<file path="src/rtl/rtc_tick_timer.sv">
module rtc_tick_timer #(
  parameter int CNT_W      = 32,
  parameter int BUSY_TICKS = 3
) (
  input  logic        clk,
  input  logic        rst_n,
  input  logic        xtal_tick,
  input  logic        rc_tick,
  input  logic        bus_we,
  input  logic [2:0]  bus_addr,
  input  logic [31:0] bus_wdata,
  output logic [31:0] bus_rdata,
  output logic        irq
);
  localparam int PRE_W  = 16;
  localparam int BUSY_W = $clog2(BUSY_TICKS + 1);

  logic              run_q, gate_q, src_q;
  logic [3:0]        psel_q;
  logic [CNT_W-1:0]  top_q, cnt_q;
  logic [PRE_W-1:0]  pre_q;
  logic [BUSY_W-1:0] busy_q;
  logic              stat_q, mask_q;

  logic src_tick, busy, accept, pre_on, pre_last, tick, wrap;
  logic [PRE_W:0] pre_lim;

  assign src_tick = src_q ? xtal_tick : rc_tick;
  assign busy     = busy_q != '0;
  assign accept   = bus_we && (bus_addr <= 3'd2) && !busy;
  assign pre_on   = run_q && gate_q;
  assign pre_lim  = ((PRE_W+1)'(1) << ({1'b0, psel_q} + 5'd1)) - (PRE_W+1)'(1);
  assign pre_last = pre_q == pre_lim[PRE_W-1:0];
  assign tick     = pre_on && src_tick && pre_last;
  assign wrap     = tick && (cnt_q == top_q);
  assign irq      = stat_q && mask_q;

  logic unused_ok;
  assign unused_ok = ^{bus_wdata[31:12], bus_wdata[7:3], pre_lim[PRE_W]};

  always_ff @(posedge clk) begin
    if (!rst_n) begin
      run_q <= 1'b0; gate_q <= 1'b0; src_q <= 1'b0; psel_q <= '0;
    end else if (accept && bus_addr == 3'd0) begin
      run_q  <= bus_wdata[0];
      gate_q <= bus_wdata[1];
      src_q  <= bus_wdata[2];
      psel_q <= bus_wdata[11:8];
    end
  end

  always_ff @(posedge clk) begin
    if (!rst_n)                                                      pre_q <= '0;
    else if (accept && bus_addr == 3'd0 && bus_wdata[11:8] != psel_q) pre_q <= '0;
    else if (!pre_on)                                                pre_q <= '0;
    else if (src_tick)                                               pre_q <= pre_last ? '0 : pre_q + 1'b1;
  end

  always_ff @(posedge clk) begin
    if (!rst_n)                           cnt_q <= '0;
    else if (accept && bus_addr == 3'd2) cnt_q <= bus_wdata[CNT_W-1:0];
    else if (tick)                        cnt_q <= wrap ? '0 : cnt_q + 1'b1;
  end

  always_ff @(posedge clk) begin
    if (!rst_n)                           top_q <= '0;
    else if (accept && bus_addr == 3'd1) top_q <= bus_wdata[CNT_W-1:0];
  end

  always_ff @(posedge clk) begin
    if (!rst_n)                busy_q <= '0;
    else if (accept)           busy_q <= BUSY_W'(BUSY_TICKS);
    else if (busy && src_tick) busy_q <= busy_q - 1'b1;
  end

  always_ff @(posedge clk) begin
    if (!rst_n)                                          stat_q <= 1'b0;
    else if (wrap)                                       stat_q <= 1'b1;
    else if (bus_we && bus_addr == 3'd7 && bus_wdata[0]) stat_q <= 1'b0;
  end

  always_ff @(posedge clk) begin
    if (!rst_n)                                          mask_q <= 1'b0;
    else if (bus_we && bus_addr == 3'd3 && bus_wdata[0]) mask_q <= 1'b1;
    else if (bus_we && bus_addr == 3'd4 && bus_wdata[0]) mask_q <= 1'b0;
  end

  always_comb begin
    case (bus_addr)
      3'd0:    bus_rdata = {15'd0, busy, 4'd0, psel_q, 5'd0, src_q, gate_q, run_q};
      3'd1:    bus_rdata = 32'(top_q);
      3'd2:    bus_rdata = 32'(cnt_q);
      3'd5:    bus_rdata = {31'd0, mask_q};
      3'd6:    bus_rdata = {31'd0, stat_q};
      default: bus_rdata = 32'd0;
    endcase
  end

  assert_busy_after_write_R5: assert property (@(posedge clk) disable iff (!rst_n)
    accept |=> busy);
  assert_drop_top_while_busy_R5: assert property (@(posedge clk) disable iff (!rst_n)
    (bus_we && bus_addr == 3'd1 && busy) |=> $stable(top_q));
  assert_pre_idle_when_gated_R3: assert property (@(posedge clk) disable iff (!rst_n)
    (!pre_on && !(bus_we && bus_addr == 3'd0)) |=> pre_q == '0);
  assert_hold_when_stopped_R3: assert property (@(posedge clk) disable iff (!rst_n)
    (!run_q && !(bus_we && bus_addr == 3'd2)) |=> $stable(cnt_q));
  assert_flag_rise_at_top_R7: assert property (@(posedge clk) disable iff (!rst_n)
    $rose(stat_q) |-> $past(cnt_q == top_q));
endmodule

</file>
<file path="config.mk">
export PLATFORM = sky130hd
export DESIGN_NAME = rtc_tick_timer
export DESIGN_NICKNAME = d
export VERILOG_FILES = /design/src/rtl/rtc_tick_timer.sv
export SDC_FILE = /design/constraint.sdc
export NUM_CORES = 1
export LEC_CHECK = 0
export BUFFER_PORTS_ARGS = -buffer_cell sky130_fd_sc_hd__buf_2
export CAP_MARGIN = 40
export CELL_PAD_IN_SITES_DETAIL_PLACEMENT = 0
export CELL_PAD_IN_SITES_GLOBAL_PLACEMENT = 1
export CORE_UTILIZATION = 35
export DETAILED_ROUTE_END_ITERATION = 7
export GPL_TIMING_DRIVEN = 0
export PLACE_DENSITY_LB_ADDON = 0.1
export SETUP_SLACK_MARGIN = 0.02
export SLEW_MARGIN = 30
export SYNTH_ARGS = -nofsm -noshare
export SYNTH_HDL_FRONTEND = slang
export SYNTH_SLANG_ARGS = --single-unit
</file>
<file path="constraint.sdc">
create_clock -name clk -period 6.72 [get_ports clk]
set_input_delay 0.672 -clock clk [delete_from_list [all_inputs] [get_ports clk]]
set_output_delay 0.672 -clock clk [all_outputs]
set_load 0.005 [all_outputs]
</file>
==> results.sh <==
export IMPL_grt_pass1_wl_mm=33.9
export IMPL_drv_slew=0
export IMPL_wl_per_cell_microns=20.1
export IMPL_io_pins=73
export IMPL_synth_xor_area_share_pct=8.71
export IMPL_start_kind="flop"
export IMPL_vias=6296
export IMPL_numCtsBuffers=9
export IMPL_clk_pin_slew_worst_paths_ns=0.07
export IMPL_hold_buffers=0
export IMPL_nets=920
export IMPL_critPathMaxFanout=10
export IMPL_drt_iter0_markers=560
export IMPL_worst_ep_required_time_ns=7.00
export IMPL_synth_simple_area_share_pct=30.1
export IMPL_coreArea_sq_um=16600
export IMPL_peakVddDrop_mv=0.130
export IMPL_worstSetupPathType="flop to flop"
export IMPL_layout_drive_gt1_share_pct=13.2
export IMPL_cts_setup_buffers=0
export IMPL_synthTopCellsByCount="nand2_1, dfxtp_1, nor2_1"
export IMPL_vias_per_cell=5.72
export IMPL_p_per_area_nw_per_um2=214
export IMPL_yosysTopAreaCell="dfxtp_1"
export IMPL_die_area_sq_um=17500
export IMPL_fmax_mhz=242
export IMPL_dr_pass1_iters=5
export IMPL_worst_slew_pin_slew_ns=0.886
export IMPL_cts_resized=0
export IMPL_setup_viol=0
export IMPL_synth_cell_types=62
export IMPL_hpwl_mm=16.5
export IMPL_place_gp_congestion=0.903
export IMPL_syn_area_per_cell_sq_um=7.48
export IMPL_sw_frac_of_total_pct=31.2
export IMPL_tns_ns=0
export IMPL_cts_root_buf="clkbuf_16"
export IMPL_p_seq_share_pct=40.8
export IMPL_antenna_left=0
export IMPL_die_w_microns=132
export IMPL_leakagePower_uw=0.00291
export IMPL_clk_path_buf_depth=2
export IMPL_floorplan_initialDensity_pct=35.8
export IMPL_grt_pass1_vias=5897
export IMPL_cts_tree="done"
export IMPL_drc_errors=0
export IMPL_crit_arrival_ns=4.41
export IMPL_rsz0062_at_grt="false"
export IMPL_synthAdderAreaFrac_pct=0.844
export IMPL_p_comb_share_pct=20.6
export IMPL_maxCapViolations=0
export IMPL_grt_max_degree=15
export IMPL_synth_top_family_by_area="simple AND/OR/NAND/NOR gates"
export IMPL_muxShareOfSynthArea_pct=2.72
export IMPL_finalCritPeriodShare_pct=61.4
export IMPL_synth_top_cell_area_share_pct=30.7
export IMPL_row_count=47
export IMPL_synthTopCellsByArea="dfxtp_1, nand2_1, xor2_1"
export IMPL_dpl_cell_area_sq_um=6570
export IMPL_die_h_microns=132
export IMPL_antenna_found_initial=0
export IMPL_cts_sinks=91
export IMPL_antenna_cells=0
export IMPL_synth_area_sq_um=5930
export IMPL_routed_wl_mm=22.1
export IMPL_synth_seq_area_share_pct=30.7
export IMPL_p_switching_uw=459
export IMPL_h_tree_depth=3
export IMPL_overflow=0
export IMPL_p_int_uw=1010
export IMPL_hold_viol_final=0
export IMPL_worstHoldPathType="flop to flop"
export IMPL_status="completed"
export IMPL_fin_skew_ns=0.00882
export IMPL_ys_ff_latch=91
export IMPL_track_usage_pct=25.6
export IMPL_port_buffers=71
export IMPL_layout_min_cycle_time_ns=4.12
export IMPL_area_growth_pct=16.2
export IMPL_synthArstFlopShare_pct=0
export IMPL_synth_main_ff_cell="dfxtp_1"
export IMPL_fin_area_sq_um=6890
export IMPL_syn_nets=837
export IMPL_relSlewSlack_pct=40.7
export IMPL_clkPwrFrac_pct=38.6
export IMPL_synth_compound_area_share_pct=21.4
export IMPL_ys_warn_count=0
export IMPL_netlist_instances=793
export IMPL_synth_edf_count=0
export IMPL_synth_most_common_cell="nand2_1"
export IMPL_critPathCaptureType="flop"
export IMPL_clock_latency_ns=0.36
## worst max-delay path, stage by stage (launching register included)
cell	delay, ns
dfxtp_1	0.30
buf_2	0.18
nor4_4	0.44
inv_1	0.08
ha_1	0.19
buf_4	0.16
nor4b_1	0.16
a221o_1	0.30
xor2_1	0.16
or4_4	0.59
nor4_2	0.60
buf_2	0.39
buf_4	0.24
o21ai_0	0.12
a31oi_1	0.13
## metrics by stage
stage	worst slack, ns	instances	hold WS (ns)	power [uW]	utilization [%]
after global routing	2.36	1101	0.504	1540	41.6
after CTS	2.61	1100	0.469	1480	41.5
after global placement	2.66	1084	0.457	908	39.6
after floorplan	3.18	793	0.441	800	-
final	2.60	1101	0.468	1470	41.6
after detailed placement	2.65	1084	0.459	910	39.6
## power by group through the flow
stage	sequential (uW)	clock (uW)	combinational (uW)
after floorplan	605	0	195
after CTS	601	577	299
final	602	568	304
after detailed placement	613	0	297
after global placement	612	0	296
after global routing	606	595	335
## layout make-up
| class | count | area, sq um |
|---|---|---|
| Sequential cell | 91 | 1820 |
| Clock inverter | 4 | 73.8 |
| Timing Repair Buffer | 72 | 360 |
| Fill cell | 1802 | 9690 |
| Tap cell | 220 | 275 |
| Inverter | 12 | 45.0 |
| Clock buffer | 12 | 246 |
| Buffer | 66 | 279 |
| Multi-Input combinational cell | 624 | 3790 |
## layer usage
layer  part of all wire, %  vias up  GRT usage (%)  routed length [microns]
met2                    44      254           39.4                     9770
met5                     0        -              0                        0
met4                   2.5        0           10.9                      552
met3                   7.4       31           3.73                     1630
li1                      -     2997              -                        -
met1                    46     3014           35.5                    10200
## sequential cells by signal, indices dropped and copies added, names as in the netlist
name    flops
gate_q      1
mask_q      1
pre_q      16
src_q       1
busy_q      2
top_q      32
stat_q      1
run_q       1
cnt_q      32
psel_q      4
## path summary, 6_finish.rpt
check | depth (start not counted) | slack, ns | startpoint | to
min reg2reg | 2 | 0.47 | stat_q$_SDFFE_PN0P_ | stat_q$_SDFFE_PN0P_
max | 14 | 2.60 | psel_q[3]$_SDFFE_PN0P_ | cnt_q[9]$_SDFFE_PN0P_
max reg2reg | 14 | 2.60 | psel_q[3]$_SDFFE_PN0P_ | cnt_q[9]$_SDFFE_PN0P_
min | 2 | 0.47 | stat_q$_SDFFE_PN0P_ | stat_q$_SDFFE_PN0P_
## kinds of logic after synthesis
kind of cell | count (synthesis)
buffers and inverters | 78
AND/OR/NAND/NOR | 356
XOR/XNOR | 59
AO/OA/AOI/OAI | 188
adder cells (fa/ha/maj) | 4
other | 1
flip-flops | 91
multiplexers | 16
## cells in the final DEF, fill, tap and decap left out, drive strengths merged, types with 7 or more instances in the layout
cell type  count
xor2          48
nor3          15
a211oi         8
nand4         13
o211ai         7
xnor2         11
and3          23
mux2i         15
nor2          73
a221o          9
inv           12
buf           86
and2          12
nand2        114
clkbuf        64
nor4          16
a22o          24
a31oi         14
dfxtp         91
nor2b         18
nand3         36
o21ai         26
a21oi         62
Power figures use the tool's default switching activity.
